## src/rtl/rsp_tx_pkg.sv

```systemverilog
// Shared types and constants for the status packet transmitter.
// Assumes the fixed 32-bit word layout of the response frame.
package rsp_tx_pkg;

    localparam logic [31:0] ERR_ADDR   = 32'hBAAD_AAAA;
    localparam logic [31:0] ERR_STATUS = 32'h0000_0030;
    localparam logic [31:0] ERR_DATA   = 32'hBAAD_BAAD;
    localparam int          MIN_DWORDS = 3;

    // Captured request, reduced to the fields that shape the frame.
    typedef struct packed {
        logic [31:0] addr;
        logic [8:0]  xfr;
        logic [3:0]  kind;
        logic [7:0]  sem;
        logic        err;
        logic        rd;
    } rsp_req_t;

    typedef enum logic [1:0] {
        SQ_IDLE = 2'd0,
        SQ_HOLD = 2'd1,
        SQ_SEND = 2'd2
    } seq_state_t;

    // Status word of a response.
    function automatic logic [31:0] status_word(input rsp_req_t r);
        if (r.err) return ERR_STATUS;
        return {15'd0, r.xfr, 2'b00, 1'b0, 1'b1, r.kind};
    endfunction

endpackage

```

## src/rtl/rsp_cc_timer.sv

```systemverilog
// Free-running clock-correction interval counter.
// Raises a one-cycle correction request at the end of each period and two
// guard warnings that cover the tail of the period and the correction window.
// Assumes CC_LEN >= 1 and both guards below CC_PERIOD - CC_LEN.
module rsp_cc_timer #(
    parameter int CC_PERIOD   = 5000,
    parameter int CC_LEN      = 8,
    parameter int SMALL_GUARD = 16,
    parameter int BIG_GUARD   = 520
) (
    input  logic clk,
    input  logic rst_n,
    output logic cc_req,
    output logic warn_small,
    output logic warn_big
);
    localparam int CW = $clog2(CC_PERIOD);
    localparam logic [CW-1:0] PH_LAST  = CW'(CC_PERIOD - 1);
    localparam logic [CW-1:0] PH_SMALL = CW'(CC_PERIOD - SMALL_GUARD);
    localparam logic [CW-1:0] PH_BIG   = CW'(CC_PERIOD - BIG_GUARD);
    localparam logic [CW-1:0] PH_CCEND = CW'(CC_LEN);

    logic [CW-1:0] phase_q;
    logic          in_cc;

    // Advance the phase, wrapping after the last phase of the period.
    always_ff @(posedge clk) begin
        if (!rst_n)                phase_q <= '0;
        else if (phase_q == PH_LAST) phase_q <= '0;
        else                       phase_q <= phase_q + 1'b1;
    end

    // Decode request and warnings from the phase.
    always_comb begin
        in_cc      = phase_q < PH_CCEND;
        cc_req     = phase_q == PH_LAST;
        warn_small = in_cc || (phase_q >= PH_SMALL);
        warn_big   = in_cc || (phase_q >= PH_BIG);
    end

endmodule

```

## src/rtl/rsp_frame_seq.sv

```systemverilog
// Frame sequencer: captures a request while idle, holds it until the warning
// for its frame class is clear (and, after a receive error, until the receive
// FIFO is empty), then walks the halfword index to the frame's last index.
// Assumes the sink follows source/destination-ready acceptance.
module rsp_frame_seq
    import rsp_tx_pkg::*;
#(
    parameter int IDX_W = 10
) (
    input  logic             clk,
    input  logic             rst_n,
    input  logic             req_valid,
    input  rsp_req_t         req_in,
    input  logic             warn_small,
    input  logic             warn_big,
    input  logic             rx_empty,
    input  logic             dst_rdy,
    output rsp_req_t         cur,
    output logic [IDX_W-1:0] idx,
    output logic [IDX_W-1:0] last,
    output logic             src_rdy,
    output logic             sof,
    output logic             eof,
    output logic             done
);
    seq_state_t state_q;
    logic       go;
    logic       acc;

    // Last halfword index of the frame this request produces.
    function automatic logic [IDX_W-1:0] last_of(input rsp_req_t r);
        logic [9:0] dw;
        dw = ({1'b0, r.xfr} + 10'd1) >> 1;
        if (r.rd && dw > 10'(MIN_DWORDS)) return IDX_W'({dw, 1'b0} + 11'd5);
        return IDX_W'(2 * MIN_DWORDS + 5);
    endfunction

    // Launch and acceptance conditions.
    always_comb begin
        go      = (cur.rd ? !warn_big : !warn_small) && (!cur.err || rx_empty);
        src_rdy = state_q == SQ_SEND;
        acc     = src_rdy && dst_rdy;
        sof     = src_rdy && (idx == '0);
        eof     = src_rdy && (idx == last);
        done    = acc && (idx == last);
    end

    // Request capture, hold and halfword walk.
    always_ff @(posedge clk) begin
        if (!rst_n) begin
            state_q <= SQ_IDLE;
            cur     <= '0;
            idx     <= '0;
            last    <= '0;
        end else begin
            case (state_q)
                SQ_IDLE: begin
                    idx <= '0;
                    if (req_valid) begin
                        cur     <= req_in;
                        last    <= last_of(req_in);
                        state_q <= SQ_HOLD;
                    end
                end
                SQ_HOLD: begin
                    if (go) state_q <= SQ_SEND;
                end
                SQ_SEND: begin
                    if (acc) begin
                        if (idx == last) state_q <= SQ_IDLE;
                        else             idx     <= idx + 1'b1;
                    end
                end
                default: state_q <= SQ_IDLE;
            endcase
        end
    end

endmodule

```

## src/rtl/rsp_word_fmt.sv

```systemverilog
// Halfword formatter: picks the outgoing halfword from the frame index and the
// captured request, and pops the read source for each read data halfword.
// Assumes the read source shows its head halfword whenever it is needed.
module rsp_word_fmt
    import rsp_tx_pkg::*;
#(
    parameter int IDX_W = 10
) (
    input  rsp_req_t         cur,
    input  logic [IDX_W-1:0] idx,
    input  logic [IDX_W-1:0] last,
    input  logic             active,
    input  logic             dst_rdy,
    input  logic [15:0]      rd_hw,
    output logic [15:0]      hw_out,
    output logic             pop
);
    localparam logic [IDX_W-1:0] IX_STAT = IDX_W'(2);
    localparam logic [IDX_W-1:0] IX_DATA = IDX_W'(4);
    localparam logic [IDX_W-1:0] IX_ONE  = IDX_W'(1);

    logic [31:0]      addr_w;
    logic [31:0]      stat_w;
    logic [IDX_W-1:0] k;
    logic             upper;
    logic             need;

    // Select the halfword for the current index.
    always_comb begin
        addr_w = cur.err ? ERR_ADDR : cur.addr;
        stat_w = status_word(cur);
        k      = idx - IX_DATA;
        upper  = !idx[0];
        need   = 1'b0;
        hw_out = '0;
        if (idx < IX_STAT) begin
            hw_out = upper ? addr_w[31:16] : addr_w[15:0];
        end else if (idx < IX_DATA) begin
            hw_out = upper ? stat_w[31:16] : stat_w[15:0];
        end else if (idx >= last - IX_ONE) begin
            hw_out = '0;
        end else if (cur.err) begin
            hw_out = upper ? ERR_DATA[31:16] : ERR_DATA[15:0];
        end else if (cur.rd) begin
            if (k < IDX_W'(cur.xfr)) begin
                need   = 1'b1;
                hw_out = rd_hw;
            end
        end else if (cur.kind[1:0] != 2'b00 && k == IX_ONE) begin
            hw_out = {8'h00, cur.sem};
        end
        pop = active && dst_rdy && need;
    end

endmodule

```

## src/rtl/rsp_status_tx.sv

```systemverilog
// Status packet transmitter top: ties the correction timer, the frame
// sequencer and the halfword formatter together.
// Assumes SMALL_GUARD >= 12 and BIG_GUARD >= the longest read frame issued,
// and that the sink stays ready during the guard window.
module rsp_status_tx
    import rsp_tx_pkg::*;
#(
    parameter int CC_PERIOD   = 5000,
    parameter int CC_LEN      = 8,
    parameter int SMALL_GUARD = 16,
    parameter int BIG_GUARD   = 520
) (
    input  logic        clk,
    input  logic        rst_n,
    input  logic        req_valid,
    input  logic [31:0] req_addr,
    input  logic [31:0] req_ctrl,
    input  logic [7:0]  req_sem,
    input  logic        req_crc_err,
    input  logic        rx_fifo_empty,
    input  logic [15:0] rd_hw,
    output logic        rd_pop,
    output logic [15:0] tx_data,
    output logic        tx_sof,
    output logic        tx_eof,
    output logic        tx_src_rdy,
    input  logic        tx_dst_rdy,
    output logic        tx_done,
    output logic        cc_req,
    output logic        warn_small,
    output logic        warn_big
);
    localparam int MAX_HW = 2 * ((1 << 9) / 2) + 6;
    localparam int IDX_W  = $clog2(MAX_HW);

    rsp_req_t         req_in;
    rsp_req_t         cur;
    logic [IDX_W-1:0] idx;
    logic [IDX_W-1:0] last;
    logic             unused_ctrl;

    // Reduce the request ports to the captured request.
    always_comb begin
        req_in.addr = req_addr;
        req_in.xfr  = req_ctrl[16:8];
        req_in.kind = req_ctrl[3:0];
        req_in.sem  = req_sem;
        req_in.err  = req_crc_err;
        req_in.rd   = req_ctrl[3] && req_ctrl[2] && !req_crc_err;
        unused_ctrl = ^{req_ctrl[31:17], req_ctrl[7:4]};
    end

    rsp_cc_timer #(
        .CC_PERIOD  (CC_PERIOD),
        .CC_LEN     (CC_LEN),
        .SMALL_GUARD(SMALL_GUARD),
        .BIG_GUARD  (BIG_GUARD)
    ) u_timer (
        .clk       (clk),
        .rst_n     (rst_n),
        .cc_req    (cc_req),
        .warn_small(warn_small),
        .warn_big  (warn_big)
    );

    rsp_frame_seq #(.IDX_W(IDX_W)) u_seq (
        .clk       (clk),
        .rst_n     (rst_n),
        .req_valid (req_valid),
        .req_in    (req_in),
        .warn_small(warn_small),
        .warn_big  (warn_big),
        .rx_empty  (rx_fifo_empty),
        .dst_rdy   (tx_dst_rdy),
        .cur       (cur),
        .idx       (idx),
        .last      (last),
        .src_rdy   (tx_src_rdy),
        .sof       (tx_sof),
        .eof       (tx_eof),
        .done      (tx_done)
    );

    rsp_word_fmt #(.IDX_W(IDX_W)) u_fmt (
        .cur    (cur),
        .idx    (idx),
        .last   (last),
        .active (tx_src_rdy),
        .dst_rdy(tx_dst_rdy),
        .rd_hw  (rd_hw),
        .hw_out (tx_data),
        .pop    (rd_pop)
    );

endmodule

```

## config.mk

```make
export PLATFORM = sky130hd
export DESIGN_NAME = rsp_status_tx
export DESIGN_NICKNAME = d
export VERILOG_FILES = /design/src/rtl/rsp_tx_pkg.sv /design/src/rtl/rsp_cc_timer.sv /design/src/rtl/rsp_frame_seq.sv /design/src/rtl/rsp_word_fmt.sv /design/src/rtl/rsp_status_tx.sv
export SDC_FILE = /design/constraint.sdc
export NUM_CORES = 1
export LEC_CHECK = 0
export ABC_AREA = 1
export BUFFER_PORTS_ARGS = -buffer_cell sky130_fd_sc_hd__buf_2
export CORE_UTILIZATION = 56
export DETAILED_ROUTE_END_ITERATION = 10
export GPL_TIMING_DRIVEN = 0
export PLACE_DENSITY = 0.86
export SYNTH_ARGS = -nofsm -noshare
export SYNTH_HDL_FRONTEND = slang
export SYNTH_HIERARCHICAL = 1
export SYNTH_SLANG_ARGS = --single-unit
```

## constraint.sdc

```tcl
create_clock -name clk -period 4.03 [get_ports clk]
set_input_delay 1.0075 -clock clk [delete_from_list [all_inputs] [get_ports clk]]
set_output_delay 1.0075 -clock clk [all_outputs]
set_load 0.02 [all_outputs]
```

# After elaboration in Yosys (flattened, before gate mapping)
# Index checks and enable logic that the tools add are counted.
# totals
regBits	90
word_cells	94
# classes
n_addsub	6
n_lt_le_gt_ge	8
n_eq_ne	10
mux	34
n_bitwise	1
reduce_logical	25
# op_table
operator	n
$mux 16	8
$mux 32	3
$mux 10	4
$ge 13x13->1 const B	2
$pmux 10 s2	1
$add 13x1->13 const B	1
$eq 13x13->1 const B	1
$lt 13x4->1 const B	1
$mux 1	12
$add 10x1->10 const B	1
$add 10x3->10 const B	1
$add 9x1->10 const B	1
$eq 10x1->1 const B	1
$eq 10x10->1	1
$ge 10x10->1	1
$logic_and 1x1->1	10
$logic_not 10->1	1
$lt 10x2->1 const B	1
$lt 10x3->1 const B	1
$lt 10x9->1	1
$sub 10x1->10 const B	1
$sub 10x3->10 const B	1
$gt 9x2->1 const B	1
$mux 2	4
other kinds (15)	24

# Logic depth before layout (Yosys ltp)
# logic_depth
word_depth	9
depth_mapped	19
mapped_depth_nobuf	19

# By module
# The synthesis kept the hierarchy.
# by_module_without_submodules
module	n_inst	cells_per_inst	area_per_inst_um2
rsp_frame_seq	1	516	3647.2
rsp_word_fmt	1	303	1717.9
rsp_cc_timer	1	105	711.9
rsp_status_tx	1	2	10.0

# Least setup slack after synthesis
# No wires, ideal clock.
# synth_path
kind	flip-flop to output port
from	register u_seq.idx[2]
to	output rd_pop
arrival_ns	2.572
required_ns	3.023
setup_slack_ns	0.451
stages_incl_launch_ff	12
cell_sequence	dfxtp_1 > inv_2 > ha_1 > nand3_1 > inv_2 > nand3_1 > xor2_2 > inv_1 > ha_1 > nor2_4 > nand3_4 > nor4_1
# synth_via
elab_chain_len	9
elab_cells_between_ends	12
classes_between	add/sub (1); order compare (4); mux (6); reduce/logical (1)
# synth_lines
element	line_no	rtl
start, declared	rsp_frame_seq.sv:19	output logic [IDX_W-1:0] idx,
start signal, assigned	rsp_frame_seq.sv:71	else idx <= idx + 1'b1;
$sub 10x3->10	rsp_word_fmt.sv:32	k = idx - IX_DATA;
$lt 10x9->1	rsp_word_fmt.sv:45	if (k < IDX_W'(cur.xfr)) begin
$mux 1	rsp_word_fmt.sv:45	
$mux 1	rsp_word_fmt.sv:44	end else if (cur.rd) begin
$mux 1	rsp_word_fmt.sv:42	end else if (cur.err) begin
$mux 1	rsp_word_fmt.sv:40	end else if (idx >= last - IX_ONE) begin
$mux 1	rsp_word_fmt.sv:38	end else if (idx < IX_DATA) begin
$mux 1 (*)	rsp_word_fmt.sv:36	if (idx < IX_STAT) begin
$logic_and 1x1->1 (*)	rsp_word_fmt.sv:52	pop = active && dst_rdy && need;
end, declared	rsp_status_tx.sv:22	output logic rd_pop,
# Mark *: on every way between the ends. The rest lies on a longest branch, timed or not.

# Worst setup path in the final report
# layout_path
from	register u_seq.last[2]
to	output tx_data[8]
# layout_via
elab_chain_len	5
# layout_lines
element	line_no	rtl
start, declared	rsp_frame_seq.sv:20	output logic [IDX_W-1:0] last,
start signal, assigned	rsp_frame_seq.sv:61	last <= last_of(req_in);
$sub 10x1->10	rsp_word_fmt.sv:40	
$ge 10x10->1	rsp_word_fmt.sv:40	
$mux 16	rsp_word_fmt.sv:40	
$mux 16	rsp_word_fmt.sv:38	
$mux 16	rsp_word_fmt.sv:36	
end, declared	rsp_status_tx.sv:23	output logic [15:0] tx_data,
# Every way passes these cells.

==> impl_metrics.yaml <==
floorplan:
  die_h_um: 106
  coreArea_sq_mm: 0.0104
  die_area_sq_mm: 0.0113
  io_pins: 118
  start_util: 0.584
  num_rows: 37
  die_width_um: 106
timing:
  hold_violations: 0
  rsz0062_at_grt: "true"
  finalCritPeriodShare: 1.01
  setup_viol: 3
  fmax_ghz: 0.247
  maxSlewHeadroom: 0.570
  fin_crit_ns: 4.06
  slew_violations: 0
  fin_worst_skew_ns: 0.0145
  fin_ws_ns: -0.0253
  worstMarginPinSlew_ns: 0.644
yosys:
  synth_enable_flop_cells: 0
  yosys_warnings: 6
  synth_flop_cell: "dfxtp_1"
  synth_top_area_share: 0.296
  syn_avg_cell_area_sq_um: 6.57
  syn_nets: 1048
  synthCells: 926
  synth_area_sq_mm: 0.00609
  synth.distinct_cells: 48
  synth.most_common_cell: "nand2_1"
  synthArstFlopShare: 0
  ys_seq_elements: 90
  ys_seq_area_frac: 0.296
  yosysTopAreaCell: "dfxtp_1"
  synthTopCellsByArea: "dfxtp_1 30%, nand2_1 10%, nor2_1 9.8%, inv_1 5.8%, ha_1 5.8%"
  synthTopCellsByCount: "168 x nand2_1, 159 x nor2_1, 94 x inv_1"
clock_tree:
  cts_tree: "built"
  cts.sinks: 90
  htree_levels: 3
  cts-root-buf: "clkbuf_8"
  ctsHoldBuffers: 0
  cts_buffer_depth: 2
  clk_latency_ns: 0.36
  clkSlewWorstSetupHoldPaths_ns: 0.10
  cts_buffers: 9
detailed_routing:
  vias: 6663
  drt_iter0_drc: 570
  ant_nets: 0
  wl_per_cell_um: 14.6
  viasPerCell: 5.59
  drt-total-wl_mm: 17.4
  drt_first_pass_iters: 8
  drc: 0
cells_and_area:
  n_fill_cell: 863
  drive_gt1_frac: 0.248
  seqCellArea_sq_mm: 0.00182
  fin_nets: 1172
  area.growth.synth_to_final_pct: 21.4
  diodes: 0
  fin_util: 0.709
  multiInputGateArea_sq_mm: 0.00393
critical_path:
  critPathArrivalTime_ns: 3.05
  crit_fanout: 3
  cp_data_required_time_ns: 3.02
  crit_buf_inv: 2
  slowest_delay_ns: 0.37
  start_kind: "flip-flop"
  path_cells: "nor2_4, nand2_2, inv_2, nand2_2, or2_1, nor2_2, nand3_1, xor2_1, ha_1, nand2_2, nor2_2, nand4_1, o2111ai_2, nor2_2, nand4_1, a21oi_2, buf_4"
  criticalPathCategory: "flip-flop to primary output"
  crit_path_end_kind: "primary output"
  worst_path_max_delay_cell: "dfxtp_4"
  cp_top_family: "simple AND/OR/NAND/NOR gates"
global_route:
  grt_max_degree: 18
  track_usage: 0.305
  grt_overflow: 0
  antenna_found_initial: 0
  grt_pass1_wl_mm: 27.5
  use_met2: 0.520
  grt_pass1_vias: 5906
  busiest_layer: "met2"
  use_met1: 0.394
  met3_usage: 0.0546
flow_run:
  max_cap_viol_count: 0
place:
  dpl.hpwl_mm: 12.9
  place_congestion: 0.952
  portBuffers: 98
min_path:
  min_path_type: "flip-flop to flip-flop"
pwr:
  finalPower_mw: 2.57
  power_density_mw_per_mm2: 348
  p_leak_nw: 3.38
  vdd_drop_max_uv: 236
outcome:
  status: "finished with violations"
  violations: "setup timing"
[layout make-up]
class / instances / area share
multi-input combinational: 691 / 0.532
sequential: 90 / 0.246
timing repair buffer: 112 / 0.0899
inverter: 116 / 0.0610
tap: 136 / 0.0230
buffer: 29 / 0.0198
clock buffer: 10 / 0.0186
clock inverter: 6 / 0.00796
timing repair inverter: 1 / 0.00102
[what timing repair did]
item	4_1_cts	5_1_grt
pin swaps	1	35
setup buffers	0	14
endpoints found under the setup margin	16	17
gates resized for setup	15	83
gates cloned	0	1
[cell families after synthesis]
group,share of synthesized area
AO/OA/AOI/OAI,0.141
XOR/XNOR,0.0442
adder cells (fa/ha/maj),0.0576
AND/OR/NAND/NOR,0.365
buffers and inverters,0.0960
flip-flops,0.296
[report_power, final]
group	leakage, nW	internal [mW]	switching, mW	total [mW]
clock	0.0966	0.254	0.358	0.613
sequential	0.744	0.967	0.0726	1.04
combinational	2.54	0.352	0.567	0.919
total	3.38	1.57	0.998	2.57
[worst paths after layout]
path	to	slack (ns)	from	cells past startpoint
hold reg to reg	u_timer/phase_q[0]	0.47	u_timer/phase_q[0]	1
hold / removal	u_timer/phase_q[0]	0.47	u_timer/phase_q[0]	1
setup reg to reg	u_seq/idx[4]	2.09	u_seq/idx[0]	8
setup / recovery	tx_data[8]	-0.03	u_seq/last[2]	17
[stage by stage]
step | worst slack [ns] | instance area [sq um] | hold slack (ns) | TNS, ns | cells
5_1_grt | -0.193 | 7390 | 0.490 | -1.75 | 1191
6_report | -0.0253 | 7390 | 0.470 | -0.0534 | 1191
3_3_place_gp | 0.151 | 6750 | 0.443 | 0 | 1160
4_1_cts | 0.00467 | 6990 | 0.477 | 0 | 1176
2_1_floorplan | 0.451 | 6090 | 0.430 | 0 | 926
3_5_place_dp | 0.129 | 6750 | 0.453 | 0 | 1160
[sequential cells by signal, summed over array words and instances, names as in the netlist]
register	flops
u_seq/cur	55
u_seq/last	10
u_timer/phase_q	13
u_seq/idx	10
u_seq/state_q	2
[routing by layer]
layer / vias to the layer above / share of wire / wire, um
met5: - / 0 / 0
met4: 0 / 0.022 / 391
met3: 38 / 0.090 / 1570
met2: 320 / 0.47 / 8250
met1: 3035 / 0.41 / 7180
li1: 3270 / - / -
[cell usage in the layout, fill, tap and decap left out, types with 6 or more instances in the layout]
master / count
buf_4: 25
nand4_1: 27
nand2_1: 153
o22ai_1: 7
nor3_1: 9
buf_2: 84
nor2_2: 19
ha_1: 28
nand3_2: 8
nand2_2: 19
xor2_1: 17
nand2_4: 7
dfxtp_1: 83
buf_6: 11
o21ai_0: 61
inv_1: 91
clkbuf_1: 20
a21oi_2: 10
xnor2_1: 10
o21ai_1: 6
clkbuf_8: 10
nand3_1: 59
nor2_4: 8
inv_2: 22
nor2_1: 154
a21oi_1: 49
No activity file was read; power rests on OpenSTA's default activity.
